## config.mk

```make
export PLATFORM = sky130hd
export DESIGN_NAME = flash_cmd_seq
export DESIGN_NICKNAME = d
export VERILOG_FILES = /design/src/rtl/flash_seq_pkg.sv /design/src/rtl/flash_cmd_table.sv /design/src/rtl/flash_bus_cycle.sv /design/src/rtl/flash_poll_ctrl.sv /design/src/rtl/flash_cmd_seq.sv
export SDC_FILE = /design/constraint.sdc
export NUM_CORES = 1
export LEC_CHECK = 0
export BUFFER_PORTS_ARGS = -buffer_cell sky130_fd_sc_hd__buf_2
export CAP_MARGIN = 30
export CORE_MARGIN = 4
export CORE_UTILIZATION = 35
export CTS_BUF_LIST = sky130_fd_sc_hd__clkbuf_4 sky130_fd_sc_hd__clkbuf_8 sky130_fd_sc_hd__clkbuf_16
export DETAILED_ROUTE_END_ITERATION = 7
export GPL_TIMING_DRIVEN = 0
export HOLD_SLACK_MARGIN = 0.15
export PLACE_DENSITY_LB_ADDON = 0.08
export SYNTH_ARGS = -nofsm -noshare
export SYNTH_HDL_FRONTEND = slang
export SYNTH_SLANG_ARGS = --single-unit
```

## constraint.sdc

```tcl
create_clock -name clk -period 2.25 [get_ports clk]
set_clock_uncertainty 0.2 [all_clocks]
set_input_delay 0.225 -clock clk [delete_from_list [all_inputs] [get_ports clk]]
set_output_delay 0.225 -clock clk [all_outputs]
set_load 0.05 [all_outputs]
```

## src/rtl/flash_seq_pkg.sv

```systemverilog
// Shared types and constants for the flash command sequencer.
// Assumes 16 or more address bits, so that the unlock addresses fit.
package flash_seq_pkg;
    typedef enum logic [1:0] {
        OP_PROG = 2'd0,
        OP_SECT = 2'd1,
        OP_CHIP = 2'd2,
        OP_NONE = 2'd3
    } fop_e;

    localparam logic [15:0] UNLOCK_HI = 16'h5555;
    localparam logic [15:0] UNLOCK_LO = 16'h2AAA;
    localparam logic [7:0]  KEY_A     = 8'hAA;
    localparam logic [7:0]  KEY_B     = 8'h55;
    localparam logic [7:0]  CMD_PROG  = 8'hA0;
    localparam logic [7:0]  CMD_ERASE = 8'h80;
    localparam logic [7:0]  CMD_CHIP  = 8'h10;
    localparam logic [7:0]  CMD_SECT  = 8'h30;
    localparam int          STEP_W    = 3;
endpackage

```

## src/rtl/flash_cmd_table.sv

```systemverilog
// Gives the address and data of each write step for a given opcode.
// Assumes that step counts up from 0. Program has 4 steps and both erases
// have 6. The last flag is raised on the final step.
module flash_cmd_table
    import flash_seq_pkg::*;
#(
    parameter int ADDR_W = 20
) (
    input  fop_e                      op,
    input  logic [STEP_W-1:0]         step,
    input  logic [ADDR_W-1:0]         tgt_addr,
    input  logic [7:0]                tgt_data,
    output logic [ADDR_W-1:0]         wr_addr,
    output logic [7:0]                wr_data,
    output logic                      last
);
    localparam logic [ADDR_W-1:0] A_HI = ADDR_W'(UNLOCK_HI);
    localparam logic [ADDR_W-1:0] A_LO = ADDR_W'(UNLOCK_LO);

    // Pick the address and data for the current step.
    always_comb begin
        wr_addr = A_HI;
        wr_data = KEY_A;
        last    = 1'b0;
        if (op == OP_PROG) begin
            case (step)
                3'd0: begin wr_addr = A_HI; wr_data = KEY_A; end
                3'd1: begin wr_addr = A_LO; wr_data = KEY_B; end
                3'd2: begin wr_addr = A_HI; wr_data = CMD_PROG; end
                default: begin
                    wr_addr = tgt_addr;
                    wr_data = tgt_data;
                    last    = 1'b1;
                end
            endcase
        end else begin
            case (step)
                3'd0: begin wr_addr = A_HI; wr_data = KEY_A; end
                3'd1: begin wr_addr = A_LO; wr_data = KEY_B; end
                3'd2: begin wr_addr = A_HI; wr_data = CMD_ERASE; end
                3'd3: begin wr_addr = A_HI; wr_data = KEY_A; end
                3'd4: begin wr_addr = A_LO; wr_data = KEY_B; end
                default: begin
                    if (op == OP_SECT) begin
                        wr_addr = tgt_addr;
                        wr_data = CMD_SECT;
                    end else begin
                        wr_addr = A_HI;
                        wr_data = CMD_CHIP;
                    end
                    last = 1'b1;
                end
            endcase
        end
    end
endmodule

```

## src/rtl/flash_bus_cycle.sv

```systemverilog
// Runs one bus cycle on the flash pins: a write or a read.
// Write: 1 setup clock, then WE_LOW clocks with the strobe low, then 1 hold
// clock. Read: RD_CLKS clocks with the output enable low (bit 7 is captured
// on the last one), then 1 recovery clock. Assumes go comes only while idle.
module flash_bus_cycle #(
    parameter int ADDR_W  = 20,
    parameter int WE_LOW  = 2,
    parameter int RD_CLKS = 2
) (
    input  logic              clk,
    input  logic              rst_n,
    input  logic              go,
    input  logic              rd,
    input  logic [ADDR_W-1:0] addr_in,
    input  logic [7:0]        data_in,
    input  logic              rd_msb_in,
    output logic [ADDR_W-1:0] fl_addr,
    output logic [7:0]        fl_wdata,
    output logic              fl_cs_n,
    output logic              fl_oe_n,
    output logic              fl_we_n,
    output logic              cyc_done,
    output logic              rd_msb
);
    localparam int MAXW = (WE_LOW > RD_CLKS) ? WE_LOW : RD_CLKS;
    localparam int CW   = $clog2(MAXW + 1);

    typedef enum logic [2:0] {
        PH_IDLE, PH_SETUP, PH_LOW, PH_HOLD, PH_READ, PH_REC
    } phase_e;

    phase_e        phase;
    logic [CW-1:0] cnt;

    // Step through the phases of the bus cycle and drive the registered pins.
    always_ff @(posedge clk) begin
        if (!rst_n) begin
            phase    <= PH_IDLE;
            cnt      <= '0;
            fl_addr  <= '0;
            fl_wdata <= '0;
            fl_cs_n  <= 1'b1;
            fl_oe_n  <= 1'b1;
            fl_we_n  <= 1'b1;
            cyc_done <= 1'b0;
            rd_msb   <= 1'b0;
        end else begin
            cyc_done <= 1'b0;
            case (phase)
                PH_IDLE: begin
                    if (go) begin
                        fl_addr  <= addr_in;
                        fl_wdata <= data_in;
                        fl_cs_n  <= 1'b0;
                        cnt      <= '0;
                        if (rd) begin
                            fl_oe_n <= 1'b0;
                            phase   <= PH_READ;
                        end else begin
                            phase   <= PH_SETUP;
                        end
                    end
                end
                PH_SETUP: begin
                    fl_we_n <= 1'b0;
                    cnt     <= '0;
                    phase   <= PH_LOW;
                end
                PH_LOW: begin
                    if (cnt == CW'(WE_LOW - 1)) begin
                        fl_we_n <= 1'b1;
                        phase   <= PH_HOLD;
                    end else begin
                        cnt <= cnt + 1'b1;
                    end
                end
                PH_HOLD: begin
                    fl_cs_n  <= 1'b1;
                    cyc_done <= 1'b1;
                    phase    <= PH_IDLE;
                end
                PH_READ: begin
                    if (cnt == CW'(RD_CLKS - 1)) begin
                        rd_msb  <= rd_msb_in;
                        fl_oe_n <= 1'b1;
                        phase   <= PH_REC;
                    end else begin
                        cnt <= cnt + 1'b1;
                    end
                end
                PH_REC: begin
                    fl_cs_n  <= 1'b1;
                    cyc_done <= 1'b1;
                    phase    <= PH_IDLE;
                end
                default: phase <= PH_IDLE;
            endcase
        end
    end
endmodule

```

## src/rtl/flash_poll_ctrl.sv

```systemverilog
// Counts poll reads and judges each sampled bit 7 against the expected value.
// Assumes that clear is held while idle and that sample pulses once per read.
module flash_poll_ctrl #(
    parameter int POLL_LIMIT = 16
) (
    input  logic clk,
    input  logic rst_n,
    input  logic clear,
    input  logic sample,
    input  logic bit7,
    input  logic expect_bit,
    output logic hit,
    output logic last_try
);
    localparam int PW = $clog2(POLL_LIMIT + 1);

    logic [PW-1:0] tries;

    // Count the reads that have finished since the last clear.
    always_ff @(posedge clk) begin
        if (!rst_n || clear) begin
            tries <= '0;
        end else if (sample) begin
            tries <= tries + 1'b1;
        end
    end

    // The read that is ending now is the last one the budget allows.
    assign last_try = (tries == PW'(POLL_LIMIT - 1));
    // Bit 7 has reached its final value.
    assign hit      = (bit7 == expect_bit);
endmodule

```

## src/rtl/flash_cmd_seq.sv

```systemverilog
// Top of the flash command sequencer. Accepts one request at a time, steps
// through its write sequence, optionally polls bit 7 at the request address,
// and then pulses done. Assumes that req_start is a pulse and that opcode 3
// is unused.
module flash_cmd_seq
    import flash_seq_pkg::*;
#(
    parameter int ADDR_W     = 20,
    parameter int WE_LOW     = 2,
    parameter int RD_CLKS    = 2,
    parameter int POLL_LIMIT = 16
) (
    input  logic              clk,
    input  logic              rst_n,
    input  logic              req_start,
    input  logic [1:0]        req_op,
    input  logic [ADDR_W-1:0] req_addr,
    input  logic [7:0]        req_data,
    input  logic              req_poll,
    output logic              busy,
    output logic              done,
    output logic              timeout,
    output logic [ADDR_W-1:0] fl_addr,
    output logic [7:0]        fl_wdata,
    input  logic              fl_rd_msb,
    output logic              fl_cs_n,
    output logic              fl_oe_n,
    output logic              fl_we_n
);
    typedef enum logic [1:0] {S_IDLE, S_ISSUE, S_WAIT, S_DONE} state_e;

    state_e              st;
    fop_e                op_q;
    logic [ADDR_W-1:0]   addr_q;
    logic [7:0]          data_q;
    logic                poll_q;
    logic                reading;
    logic                to_q;
    logic [STEP_W-1:0]   step;

    logic [ADDR_W-1:0]   tbl_addr;
    logic [7:0]          tbl_data;
    logic                tbl_last;
    logic                cyc_done;
    logic                rd_bit7;
    logic                hit;
    logic                last_try;

    flash_cmd_table #(.ADDR_W(ADDR_W)) u_table (
        .op       (op_q),
        .step     (step),
        .tgt_addr (addr_q),
        .tgt_data (data_q),
        .wr_addr  (tbl_addr),
        .wr_data  (tbl_data),
        .last     (tbl_last)
    );

    flash_bus_cycle #(
        .ADDR_W  (ADDR_W),
        .WE_LOW  (WE_LOW),
        .RD_CLKS (RD_CLKS)
    ) u_bus (
        .clk       (clk),
        .rst_n     (rst_n),
        .go        (st == S_ISSUE),
        .rd        (reading),
        .addr_in   (reading ? addr_q : tbl_addr),
        .data_in   (tbl_data),
        .rd_msb_in (fl_rd_msb),
        .fl_addr   (fl_addr),
        .fl_wdata  (fl_wdata),
        .fl_cs_n   (fl_cs_n),
        .fl_oe_n   (fl_oe_n),
        .fl_we_n   (fl_we_n),
        .cyc_done  (cyc_done),
        .rd_msb    (rd_bit7)
    );

    flash_poll_ctrl #(.POLL_LIMIT(POLL_LIMIT)) u_poll (
        .clk        (clk),
        .rst_n      (rst_n),
        .clear      (st == S_IDLE),
        .sample     (cyc_done && reading),
        .bit7       (rd_bit7),
        .expect_bit ((op_q == OP_PROG) ? data_q[7] : 1'b1),
        .hit        (hit),
        .last_try   (last_try)
    );

    // Sequence the request: accept it, issue the writes, poll, then finish.
    always_ff @(posedge clk) begin
        if (!rst_n) begin
            st      <= S_IDLE;
            op_q    <= OP_PROG;
            addr_q  <= '0;
            data_q  <= '0;
            poll_q  <= 1'b0;
            reading <= 1'b0;
            to_q    <= 1'b0;
            step    <= '0;
        end else begin
            case (st)
                S_IDLE: begin
                    if (req_start && fop_e'(req_op) != OP_NONE) begin
                        op_q    <= fop_e'(req_op);
                        addr_q  <= req_addr;
                        data_q  <= req_data;
                        poll_q  <= req_poll;
                        reading <= 1'b0;
                        to_q    <= 1'b0;
                        step    <= '0;
                        st      <= S_ISSUE;
                    end
                end
                S_ISSUE: st <= S_WAIT;
                S_WAIT: begin
                    if (cyc_done) begin
                        if (reading) begin
                            if (hit) begin
                                st <= S_DONE;
                            end else if (last_try) begin
                                to_q <= 1'b1;
                                st   <= S_DONE;
                            end else begin
                                st <= S_ISSUE;
                            end
                        end else if (tbl_last) begin
                            if (poll_q) begin
                                reading <= 1'b1;
                                st      <= S_ISSUE;
                            end else begin
                                st <= S_DONE;
                            end
                        end else begin
                            step <= step + 1'b1;
                            st   <= S_ISSUE;
                        end
                    end
                end
                S_DONE: st <= S_IDLE;
                default: st <= S_IDLE;
            endcase
        end
    end

    // Derive the status outputs from the sequencer state.
    assign busy    = (st == S_ISSUE) || (st == S_WAIT);
    assign done    = (st == S_DONE);
    assign timeout = (st == S_DONE) && to_q;
endmodule

```

==> impl_metrics.env <==
export IMPL_synth_edff_count=0
export IMPL_worstSetupPathType="flop to flop"
export IMPL_crit_chain="inv_1, ha_1, o21ba_2, o41a_1, a221o_1, a21oi_2"
export IMPL_clk_insertion_delay_late_ps=350
export IMPL_cts_tree="built"
export IMPL_core_mm2=0.00991
export IMPL_drc=0
export IMPL_async_flop_share_pct=0
export IMPL_instances_no_fill=693
export IMPL_start_util_pct=36.5
export IMPL_p_int_uw=3110
export IMPL_p_sw_uw=2240
export IMPL_area_delta_synth_final_pct=34.6
export IMPL_slowest_stage="o41a_1"
export IMPL_fin_crit_ps=2180
export IMPL_cp_required_ps=2320
export IMPL_startpoint_type="flop"
export IMPL_synth_xor_area_share_pct=1.21
export IMPL_vias=3542
export IMPL_die_height_um=110
export IMPL_grt_max_degree=15
export IMPL_globalplace_congestion=0.820
export IMPL_critical_path_arrival_ps=2250
export IMPL_fin_util_pct=49.2
export IMPL_tightestPinTransition_ps=642
export IMPL_status="finished clean"
export IMPL_fin_nets=603
export IMPL_htree_levels=3
export IMPL_synth_mux_area_share_pct=1.66
export IMPL_synth_adder_area_share_pct=4.49
export IMPL_synth_seq_area_share_pct=44.8
export IMPL_critPathLaunch="step[0]"
export IMPL_layout_drive_gt1_share_pct=23.2
export IMPL_place_ws_ps=-252
export IMPL_hold_class="input pin to flop"
export IMPL_period_share_pct=96.7
export IMPL_finalWorstSetupSlack_ps=73.8
export IMPL_fill_cells=993
export IMPL_synth_nets=483
export IMPL_synth_compound_area_share_pct=26.3
export IMPL_grt_util_all_layers_pct=18.1
export IMPL_drv_slew=0
export IMPL_numCtsBuffers=9
export IMPL_drt_iter0_drc=155
export IMPL_overflow=0
export IMPL_antenna_found_initial=0
export IMPL_antennaDiodeCount=0
export IMPL_fmax_ghz=0.460
export IMPL_yosys_warnings=0
export IMPL_seqPwrFrac_pct=35.9
export IMPL_max_cap_violations=0
export IMPL_synthFlopType="dfxtp_1"
export IMPL_rsz0062_at_grt="false"
export IMPL_pwr_share_comb_pct=39.4
export IMPL_fp_dieW_um=110
export IMPL_viasPerCell=5.11
export IMPL_grt_pass1_wl_mm=16.8
export IMPL_ctsLongestPathBuffers=2
export IMPL_dr_pass1_iters=4
export IMPL_synth_top_family_by_area="compound AO/OA/AOI/OAI gates"
export IMPL_total_leakage_power_uw=0.00195
export IMPL_num_io_pins=69
export IMPL_synth_simple_area_share_pct=16.8
export IMPL_synth_seq_cells=81
export IMPL_fp_row_count=36
export IMPL_synth_area_mm2=0.00362
export IMPL_netlist_instances=435
export IMPL_drt_wl_total_mm=10.6
export IMPL_relSlewSlack_pct=57.2
export IMPL_clockPowerShare_pct=24.8
export IMPL_power_density_mw_per_mm2=1100
export IMPL_grt_pass1_vias=3366
export IMPL_dp_hpwl_mm=7.33
export IMPL_root_buffer="clkbuf_8"
export IMPL_die_area_mm2=0.0120
export IMPL_hold_viol_final=0
export IMPL_end_kind="flop"
export IMPL_wl_per_cell_um=15.3
export IMPL_ys_types=54
export IMPL_hp_start="req_start"
export IMPL_cpPeakStageDelay_ps=480
export IMPL_max_vdd_ir_drop_v=0.000498
export IMPL_switching_share_pct=41.9
export IMPL_cts_clk_slew_worst_paths_ps=80
export IMPL_ff2ff_setup_slack_ps=70
export IMPL_dp_cells=636
export IMPL_clkSinkCount=81
export IMPL_avgSynthCellArea_um2=8.32
export IMPL_r2r_start="step[0]"
export IMPL_setup_viol=0
export IMPL_ant_nets=0
export IMPL_critical_path_peak_fanout=7
export IMPL_portBuffers=68
Yosys cell counts, types with 2 or more instances:
master | count | area [um2]
o21a_1 | 4 | 30.0
nand2_1 | 81 | 304
a211oi_1 | 7 | 52.6
a31oi_1 | 4 | 25.0
clkbuf_1 | 23 | 86.3
a221o_1 | 3 | 30.0
nand2b_1 | 4 | 25.0
nand3_1 | 7 | 35.0
a2bb2oi_1 | 4 | 35.0
dfxtp_1 | 81 | 1620
ha_1 | 13 | 163
a21oi_1 | 66 | 330
and2_1 | 4 | 25.0
and3_1 | 4 | 25.0
nor2b_1 | 3 | 18.8
nand3b_1 | 2 | 15.0
a22oi_1 | 9 | 67.6
a211o_1 | 3 | 26.3
xnor2_1 | 2 | 17.5
o21ai_0 | 24 | 120
o22ai_1 | 2 | 12.5
or2_2 | 2 | 12.5
inv_1 | 10 | 37.5
mux2i_1 | 6 | 60.1
buf_6 | 2 | 22.5
xor2_1 | 3 | 26.3
nor4_1 | 2 | 12.5
nor3_1 | 4 | 20.0
a21o_1 | 2 | 15.0
buf_2 | 2 | 10.0
o211ai_1 | 6 | 45.0
nor2_1 | 23 | 86.3
a21bo_2 | 2 | 20.0
through the flow:
step,hold slack (ps),power (uW),area (um2),setup TNS (ps)
3_3_place_gp,243,3920,4130,-4380
3_5_place_dp,243,3950,4130,-4930
6_report,235,5340,4870,0
5_1_grt,269,5650,4870,0
4_1_cts,234,5350,4770,0
2_1_floorplan,161,3430,3620,0
state kept, by name, summed over array words and instances, names as in the netlist, 2 cells and up:
signal,count
addr_q,20
u_bus.fl_addr,20
data_q,8
u_bus.fl_wdata,8
u_poll.tries,5
step,3
u_bus.phase,3
op_q,2
st,2
u_bus.cnt,2
routing by layer:
layer  up-vias  part of all wire, %  global-route usage (%)
met3        10                  4.7                    2.88
met4         0                  1.4                    5.25
met1      1687                   48                    24.3
li1       1768                    -                       -
met5         -                    0                       0
met2        77                   46                    30.0
path summary, 6_finish.rpt:
check / cells past startpoint / endpoint
worst max-delay path: 6 / step[0]
worst min-delay path: 4 / st[0]
worst max register to register: 6 / step[0]
worst min register to register: 2 / u_bus.fl_addr[17]
power groups by stage:
stage	sequential, uW	clock (uW)	combinational (uW)
CTS	1920	1350	2080
finish	1920	1320	2100
floorplan	2510	0	917
global placement	1930	0	1980
detailed placement	1940	0	2010
global route	1960	1410	2290
worst max-delay path: cells and delay by family, from the launching register on:
kind | cells | cell delay [ps]
AOI/OAI and AO/OA | 4 | 1180
adders and majority gates | 1 | 240
buffers and inverters | 1 | 90
DFF | 1 | 390
kinds of logic (layout without fill, tap and decap cells):
kind of cell,count (synthesis),in the layout
xor gates and xnor gates,5,5
buffers and inverters,40,165
muxes,6,6
AOI/OAI and AO/OA,150,150
adders and majority gates,13,13
DFF,81,81
and+or+nand+nor,140,140
area by class of cell:
class / count / area (um2) / area share (%)
clock buffers: 10 / 131 / 2.70
multi-input cells: 314 / 1900 / 39.1
flip-flops and latches: 81 / 1630 / 33.4
well taps: 133 / 166 / 3.41
inverters: 11 / 45.0 / 0.924
clock inverters: 6 / 113 / 2.31
plain buffers: 28 / 153 / 3.13
repair buffers: 110 / 736 / 15.1
layout by cell type, fill, tap and decap left out, types with 3 or more instances in the layout:
master and instances:
a21oi_2 3, o21a_1 4, nand3_1 7, buf_4 8, inv_1 9, mux2i_1 6
nand2b_1 4, and3_1 4, dfxtp_1 79, nor3_1 4, buf_2 71, o21ai_0 24
o211ai_1 6, a221o_1 3, a21oi_1 64, a2bb2oi_1 4, and2_1 4, a31oi_1 4
a211o_1 3, bufinv_16 3, nor2_1 22, clkbuf_8 10, clkbuf_2 7, buf_6 3
ha_1 8, clkbuf_1 13, xor2_1 3, ha_2 4, nand2_1 81, a211oi_1 7
nor2b_1 3, a22oi_1 9, dlygate4sd3_1 33
what timing repair did:
item                                    in CTS  in global routing
hold endpoints to repair                    39                  0
resized for setup                           13                 27
gates cloned                                 1                  0
pin swaps                                    2                  5
endpoints found under the setup margin      31                 54
buffers inserted                             1                  7
hold buffers                                33                  0
Power figures use the tool's default switching activity.
